==> config.mk <==
export PLATFORM = sky130hd
export DESIGN_NAME = wdt_dual_edge
export DESIGN_NICKNAME = d
export VERILOG_FILES = /design/src/rtl/wdt_pkg.sv /design/src/rtl/wdt_edge_detect.sv /design/src/rtl/wdt_tick_counter.sv /design/src/rtl/wdt_ctrl_fsm.sv /design/src/rtl/wdt_dual_edge.sv
export SDC_FILE = /design/constraint.sdc
export NUM_CORES = 1
export LEC_CHECK = 0
export ABC_CLOCK_PERIOD_IN_PS = 2750
export CORE_MARGIN = 1.5
export CORE_UTILIZATION = 40
export CTS_CLUSTER_SIZE = 30
export DETAILED_ROUTE_END_ITERATION = 6
export DONT_BUFFER_PORTS = 1
export PLACE_DENSITY = 0.59
export SLEW_MARGIN = 20
export SYNTH_ARGS = -nofsm -noshare
export SYNTH_HDL_FRONTEND = slang
export SYNTH_SLANG_ARGS = --single-unit
==> constraint.sdc <==
create_clock -name clk -period 2.75 [get_ports clk]
set_clock_uncertainty 0.2 [all_clocks]
set_input_delay 0.1375 -clock clk [delete_from_list [all_inputs] [get_ports clk]]
set_output_delay 0.1375 -clock clk [all_outputs]
set_load 0.1 [all_outputs]
==> src/rtl/wdt_pkg.sv <==
package wdt_pkg;

    typedef enum logic [2:0] {
        WD_OFF     = 3'd0,
        WD_STARTUP = 3'd1,
        WD_ARMED   = 3'd2,
        WD_FIRE    = 3'd3,
        WD_HOLD    = 3'd4
    } wd_state_t;

endpackage

==> src/rtl/wdt_edge_detect.sv <==
module wdt_edge_detect (
    input  logic clk,
    input  logic rst,
    input  logic wd_in,
    output logic edge_seen
);

    logic prev_q;
    logic primed_q;

    always_ff @(posedge clk) begin
        if (rst) begin
            prev_q   <= 1'b0;
            primed_q <= 1'b0;
        end else begin
            prev_q   <= wd_in;
            primed_q <= 1'b1;
        end
    end

    // Any level change against the stored sample, in either direction
    assign edge_seen = primed_q && (wd_in ^ prev_q);


    edge_once_chk: assert property (@(posedge clk) disable iff (rst)
        (primed_q && (wd_in == $past(wd_in))) |-> !edge_seen);


    edge_found_chk: assert property (@(posedge clk) disable iff (rst)
        (primed_q && (wd_in != $past(wd_in))) |-> edge_seen);

endmodule

==> src/rtl/wdt_tick_counter.sv <==
module wdt_tick_counter #(
    parameter int CW = 8
) (
    input  logic          clk,
    input  logic          rst,
    input  logic          clr,
    input  logic          inc,
    output logic [CW-1:0] cnt
);

    always_ff @(posedge clk) begin
        if (rst || clr) begin
            cnt <= '0;
        end else if (inc) begin
            cnt <= cnt + 1'b1;
        end
    end


    no_wrap_chk: assert property (@(posedge clk) disable iff (rst)
        (inc && !clr) |-> (cnt != {CW{1'b1}}));

endmodule

==> src/rtl/wdt_ctrl_fsm.sv <==
module wdt_ctrl_fsm
    import wdt_pkg::*;
#(
    parameter int TIMEOUT_TICKS = 1000,
    parameter int STARTUP_TICKS = 50000,
    parameter int CW            = 16
) (
    input  logic          clk,
    input  logic          rst,
    input  logic          wd_en,
    input  logic          sys_rst_active,
    input  logic          edge_seen,
    input  logic [CW-1:0] cnt,
    output logic          cnt_clr,
    output logic          cnt_inc,
    output logic          expire,
    output logic          in_startup
);

    localparam logic [CW-1:0] T_LAST = CW'(TIMEOUT_TICKS - 1);
    localparam logic [CW-1:0] S_LAST = CW'(STARTUP_TICKS - 1);

    wd_state_t state_q;
    wd_state_t state_nx;

    // State register
    always_ff @(posedge clk) begin
        if (rst) begin
            state_q <= WD_OFF;
        end else begin
            state_q <= state_nx;
        end
    end

    // Next state: disable beats hold, hold beats counting
    always_comb begin
        state_nx = state_q;
        if (!wd_en) begin
            state_nx = WD_OFF;
        end else if (sys_rst_active) begin
            state_nx = WD_HOLD;
        end else begin
            unique case (state_q)
                WD_OFF, WD_HOLD: state_nx = WD_STARTUP;
                WD_STARTUP: begin
                    if (edge_seen) begin
                        state_nx = WD_ARMED;
                    end else if (cnt == S_LAST) begin
                        state_nx = WD_FIRE;
                    end
                end
                WD_ARMED: begin
                    if (!edge_seen && cnt == T_LAST) begin
                        state_nx = WD_FIRE;
                    end
                end
                WD_FIRE: state_nx = WD_ARMED;
                default: state_nx = WD_OFF;
            endcase
        end
    end

    // Outputs and counter control
    always_comb begin
        expire     = (state_q == WD_FIRE);
        in_startup = (state_q == WD_STARTUP);
        cnt_clr    = (state_nx != state_q)
                  || (state_q == WD_ARMED && edge_seen)
                  || (state_q == WD_OFF)
                  || (state_q == WD_HOLD)
                  || (state_q == WD_FIRE);
        cnt_inc    = !cnt_clr
                  && (state_q == WD_STARTUP || state_q == WD_ARMED);
    end


    expire_single_chk: assert property (@(posedge clk) disable iff (rst)
        expire |=> !expire);


    disabled_quiet_chk: assert property (@(posedge clk) disable iff (rst)
        !wd_en |=> (!expire && !in_startup));


    hold_clear_chk: assert property (@(posedge clk) disable iff (rst)
        (wd_en && sys_rst_active) |=> (!expire && !in_startup && cnt == '0));


    edge_wins_chk: assert property (@(posedge clk) disable iff (rst)
        (state_q == WD_ARMED && edge_seen && wd_en && !sys_rst_active) |=> !expire);


    startup_exit_chk: assert property (@(posedge clk) disable iff (rst)
        (in_startup && edge_seen && wd_en && !sys_rst_active) |=> (!in_startup && cnt == '0));


    cnt_bound_chk: assert property (@(posedge clk) disable iff (rst)
        cnt <= S_LAST);

endmodule

==> src/rtl/wdt_dual_edge.sv <==
module wdt_dual_edge #(
    parameter int TIMEOUT_TICKS = 1000,
    parameter int STARTUP_TICKS = 50000
) (
    input  logic clk,
    input  logic rst,
    input  logic wd_in,
    input  logic wd_en,
    input  logic sys_rst_active,
    output logic expire,
    output logic in_startup
);

    localparam int CW = $clog2(STARTUP_TICKS + 1);


    generate
        if (TIMEOUT_TICKS < 2 || STARTUP_TICKS < TIMEOUT_TICKS) begin : g_bad_cfg
            $error("wdt_dual_edge: need 2 <= TIMEOUT_TICKS <= STARTUP_TICKS");
        end
    endgenerate

    logic          edge_seen;
    logic          cnt_clr;
    logic          cnt_inc;
    logic [CW-1:0] cnt;

    wdt_edge_detect u_edge (
        .clk       (clk),
        .rst       (rst),
        .wd_in     (wd_in),
        .edge_seen (edge_seen)
    );

    wdt_tick_counter #(.CW(CW)) u_cnt (
        .clk (clk),
        .rst (rst),
        .clr (cnt_clr),
        .inc (cnt_inc),
        .cnt (cnt)
    );

    wdt_ctrl_fsm #(
        .TIMEOUT_TICKS (TIMEOUT_TICKS),
        .STARTUP_TICKS (STARTUP_TICKS),
        .CW            (CW)
    ) u_fsm (
        .clk            (clk),
        .rst            (rst),
        .wd_en          (wd_en),
        .sys_rst_active (sys_rst_active),
        .edge_seen      (edge_seen),
        .cnt            (cnt),
        .cnt_clr        (cnt_clr),
        .cnt_inc        (cnt_inc),
        .expire         (expire),
        .in_startup     (in_startup)
    );

endmodule

==> run summary <==
Outcome: finished, final reports clean
Floorplan row count: 18
Detailed Routing Iterations Pass 1: 6
Crit end category: flip-flop
Peak supply drop: 0.0002003 V
Clock tree root driver cell: clkbuf_4
Worst Setup Slack, final: 0.4758 ns
Worst Hold End: u_cnt.cnt[14]$_SDFFE_PP0P_
RSZ-0062 raised after global routing: false
Adder-cell share of the synthesized area: 1.242%
Global-route wire length before repair: 3.249 mm
Synth Instances: 112
Hold buffers post-CTS: 5
Max Slew Vio Count: 0
Post-Place Setup Slack: 0.4799 ns
Hold_ws: 0.03368 ns
Synth Register Bits: 21
HP Class: in2reg
Post-DP HPWL: 1.511 mm
Drt drc: 0
Detailed-route via count: 835
DRT Wirelength: 2.015 mm
Power Total: 0.4864 mW
Die Ht: 53.18 um
H-tree levels: 1
Startpoint types: flip-flop
R2r endpoint: u_cnt.cnt[8]$_SDFFE_PP0P_
Main combinational cell family by area after synthesis: simple AND/OR/NAND/NOR gates
Worst-margin pin slew: 0.7562 ns
Clk_lat worst skew: 0.31 ns
Pleak: 0.3811 nW
Multi-input gate area: 579.3 um^2
Core Area: 0.002432 mm^2
Fin crit share: 82.70%
PortBufs: 0
Die Width: 53.18 um
Syn_nets: 118
HP Start: wd_en
MaxCap Viol Count: 0
Family with the most delay on the worst path: simple AND/OR/NAND/NOR gates
Crit path required time: 2.77 ns
Vias in the first global route: 766
Resize count post-CTS: 0
Compound-gate portion of the synthesized area: 4.472%
Final hold vios: 0
Largest net degree at the start of global routing: 13
I/O pin count: 7
NumNets Final: 129
Yosys cell types: 32
Reg-to-Reg Start: u_cnt.cnt[4]$_SDFFE_PP0P_
Total GRT Usage: 16.15%
Total negative setup slack: 0 ns
Starting Density: 41.41%
Mapped Area: 0.001007 mm^2
Worst path max stage delay: 0.57 ns
Initial antenna violation count: 0
Final critical-path required period: 2.274 ns
Post-synthesis area per instance: 8.993 um^2
Crit path buf inv count: 0
Cell count after placement: 143
Routed len/inst: 13.26 um
Layout area overhead: 14.04%
Placer Congestion: 0.8050
Hold depth: 3
Overflow after GRT: 0
Register area share after synthesis: 41.74%
Top FF cell, synth: dfxtp_1
Flip-flop and latch area: 420.4 um^2
Multiplexer area fraction after synthesis: 0.9938%
Final Util: 47.22%
Xor/xnor share of the synthesized area: 13.91%
FILL cells: 240
Area post-placement: 0.001071 mm^2
Post-route cell area: 0.001149 mm^2
Post-synth ARST share: 0%
Starting DRC count in detailed routing: 18
Antenna-violating nets left: 0
Reg2reg path depth: 5
Die area: 0.002828 mm^2
Clk pin slew, worst setup/hold paths: 0.12 ns
Fmax: 439.7 MHz
CTS tree: built
Clk buf depth: 2
Setup Crit Path Kind: reg2reg
CP most frequent cell: or4_4
# clock sinks: 21
N_diodes: 0
Routed vias/inst: 5.493
Final non-filler cell total: 152
Final Setup Violations: 0
FF-to-FF setup slack: 0.48 ns
Post CTS Setup Buffer Count: 0
Post-synthesis simple-gate area fraction: 35.78%
Synthesis Warnings: 0
Crit-path slowest cell: or4_4
Worst Path Max Fanout: 5
EDFF count, synth: 0
Fraction of layout cells with a size suffix above 1: 10.66%
Pwr dens: 423.5 mW/mm^2
Crit-path cells: or4_4 -> or4_4 -> o211ai_2 -> nor2_1 -> and2_1
Total CTS buffers: 3
Critical path arrival: 2.29 ns
Worst slew margin: 49.12%
how the worst max path moves through the flow:
stage | from | end | slack, ns | cells after the start
after global placement | u_cnt.cnt[4]$_SDFFE_PP0P_ | u_cnt.cnt[8]$_SDFFE_PP0P_ | 0.53 | 5
after global routing | u_cnt.cnt[4]$_SDFFE_PP0P_ | u_cnt.cnt[8]$_SDFFE_PP0P_ | 0.38 | 5
after floorplan | u_fsm.state_q[2]$_SDFF_PP0_ | u_cnt.cnt[8]$_SDFFE_PP0P_ | 0.009 | 6
final | u_cnt.cnt[4]$_SDFFE_PP0P_ | u_cnt.cnt[8]$_SDFFE_PP0P_ | 0.48 | 5
after detailed placement | u_cnt.cnt[4]$_SDFFE_PP0P_ | u_cnt.cnt[8]$_SDFFE_PP0P_ | 0.48 | 5
after CTS | u_cnt.cnt[4]$_SDFFE_PP0P_ | u_cnt.cnt[8]$_SDFFE_PP0P_ | 0.47 | 5
kinds of logic after synthesis:
kind of cell | after synthesis
fa+ha+maj | 1
simple gates | 63
flops | 21
mux | 1
xor+xnor | 16
buf+inv | 4
compound gates | 6
flip-flops by register name, indices dropped and copies added, names as in the netlist:
| signal | cells |
|---|---|
| u_fsm.state_q | 3 |
| u_edge.primed_q | 1 |
| u_edge.prev_q | 1 |
| u_cnt.cnt | 16 |
layer usage:
metal  up-vias  wire length [um]  GRT usage (%)
li1        417                 -              -
met1       388               963          18.97
met2        22               910          26.46
met3         8                85          3.390
met4         0                57          10.26
met5         -                 0              0
power breakdown:
group	internal, mW	switching (mW)	total, mW	leakage [nW]
Combinational	0.0128	0.0135	0.0263	0.193
Sequential	0.307	0.00371	0.311	0.170
Clock	0.0544	0.0952	0.150	0.0177
Total	0.374	0.112	0.486	0.381
synthesized netlist by cell type, drive strengths merged, types with 2 or more instances:
library cell,instances,area share [%]
and4,3,2.6
nand4,2,1.2
nand3b,3,2.2
a21oi,2,0.99
nor3,10,5.0
nand4b,2,1.7
nand3,6,3.0
nor4b,2,1.7
xor2,10,8.7
dfxtp,21,42
o211ai,2,2.0
or4,3,3.0
clkbuf,2,0.75
nor2,14,5.2
nand2,8,3.0
xnor2,6,5.2
nor3b,3,2.2
placed cells by master, fill, tap and decap left out, types with 3 or more instances in the layout:
cell type and count:
nor3_1 10, and4_1 3, xor2_1 10, buf_4 4, clkbuf_4 3, dfxtp_1 21
dlygate4sd3_1 5, nand2_1 8, xnor2_1 6, nand3_1 6, nand3b_1 3, nor2_1 14
area by class of cell:
| cell class | instances | share of cell area (%) |
|---|---|---|
| clock buffers | 3 | 1.961 |
| clock inverters | 1 | 0.4357 |
| inverters | 1 | 0.3268 |
| multi-input cells | 87 | 50.44 |
| flip-flops and latches | 21 | 36.60 |
| well taps | 30 | 3.268 |
| repair buffers | 9 | 6.972 |
tightest hold or removal path: stages:
cell and delay (ns):
nand3b_1 0.11, nor2_1 0.10, nor3_1 0.15
Note: power is estimated with default switching activity, not from simulation.
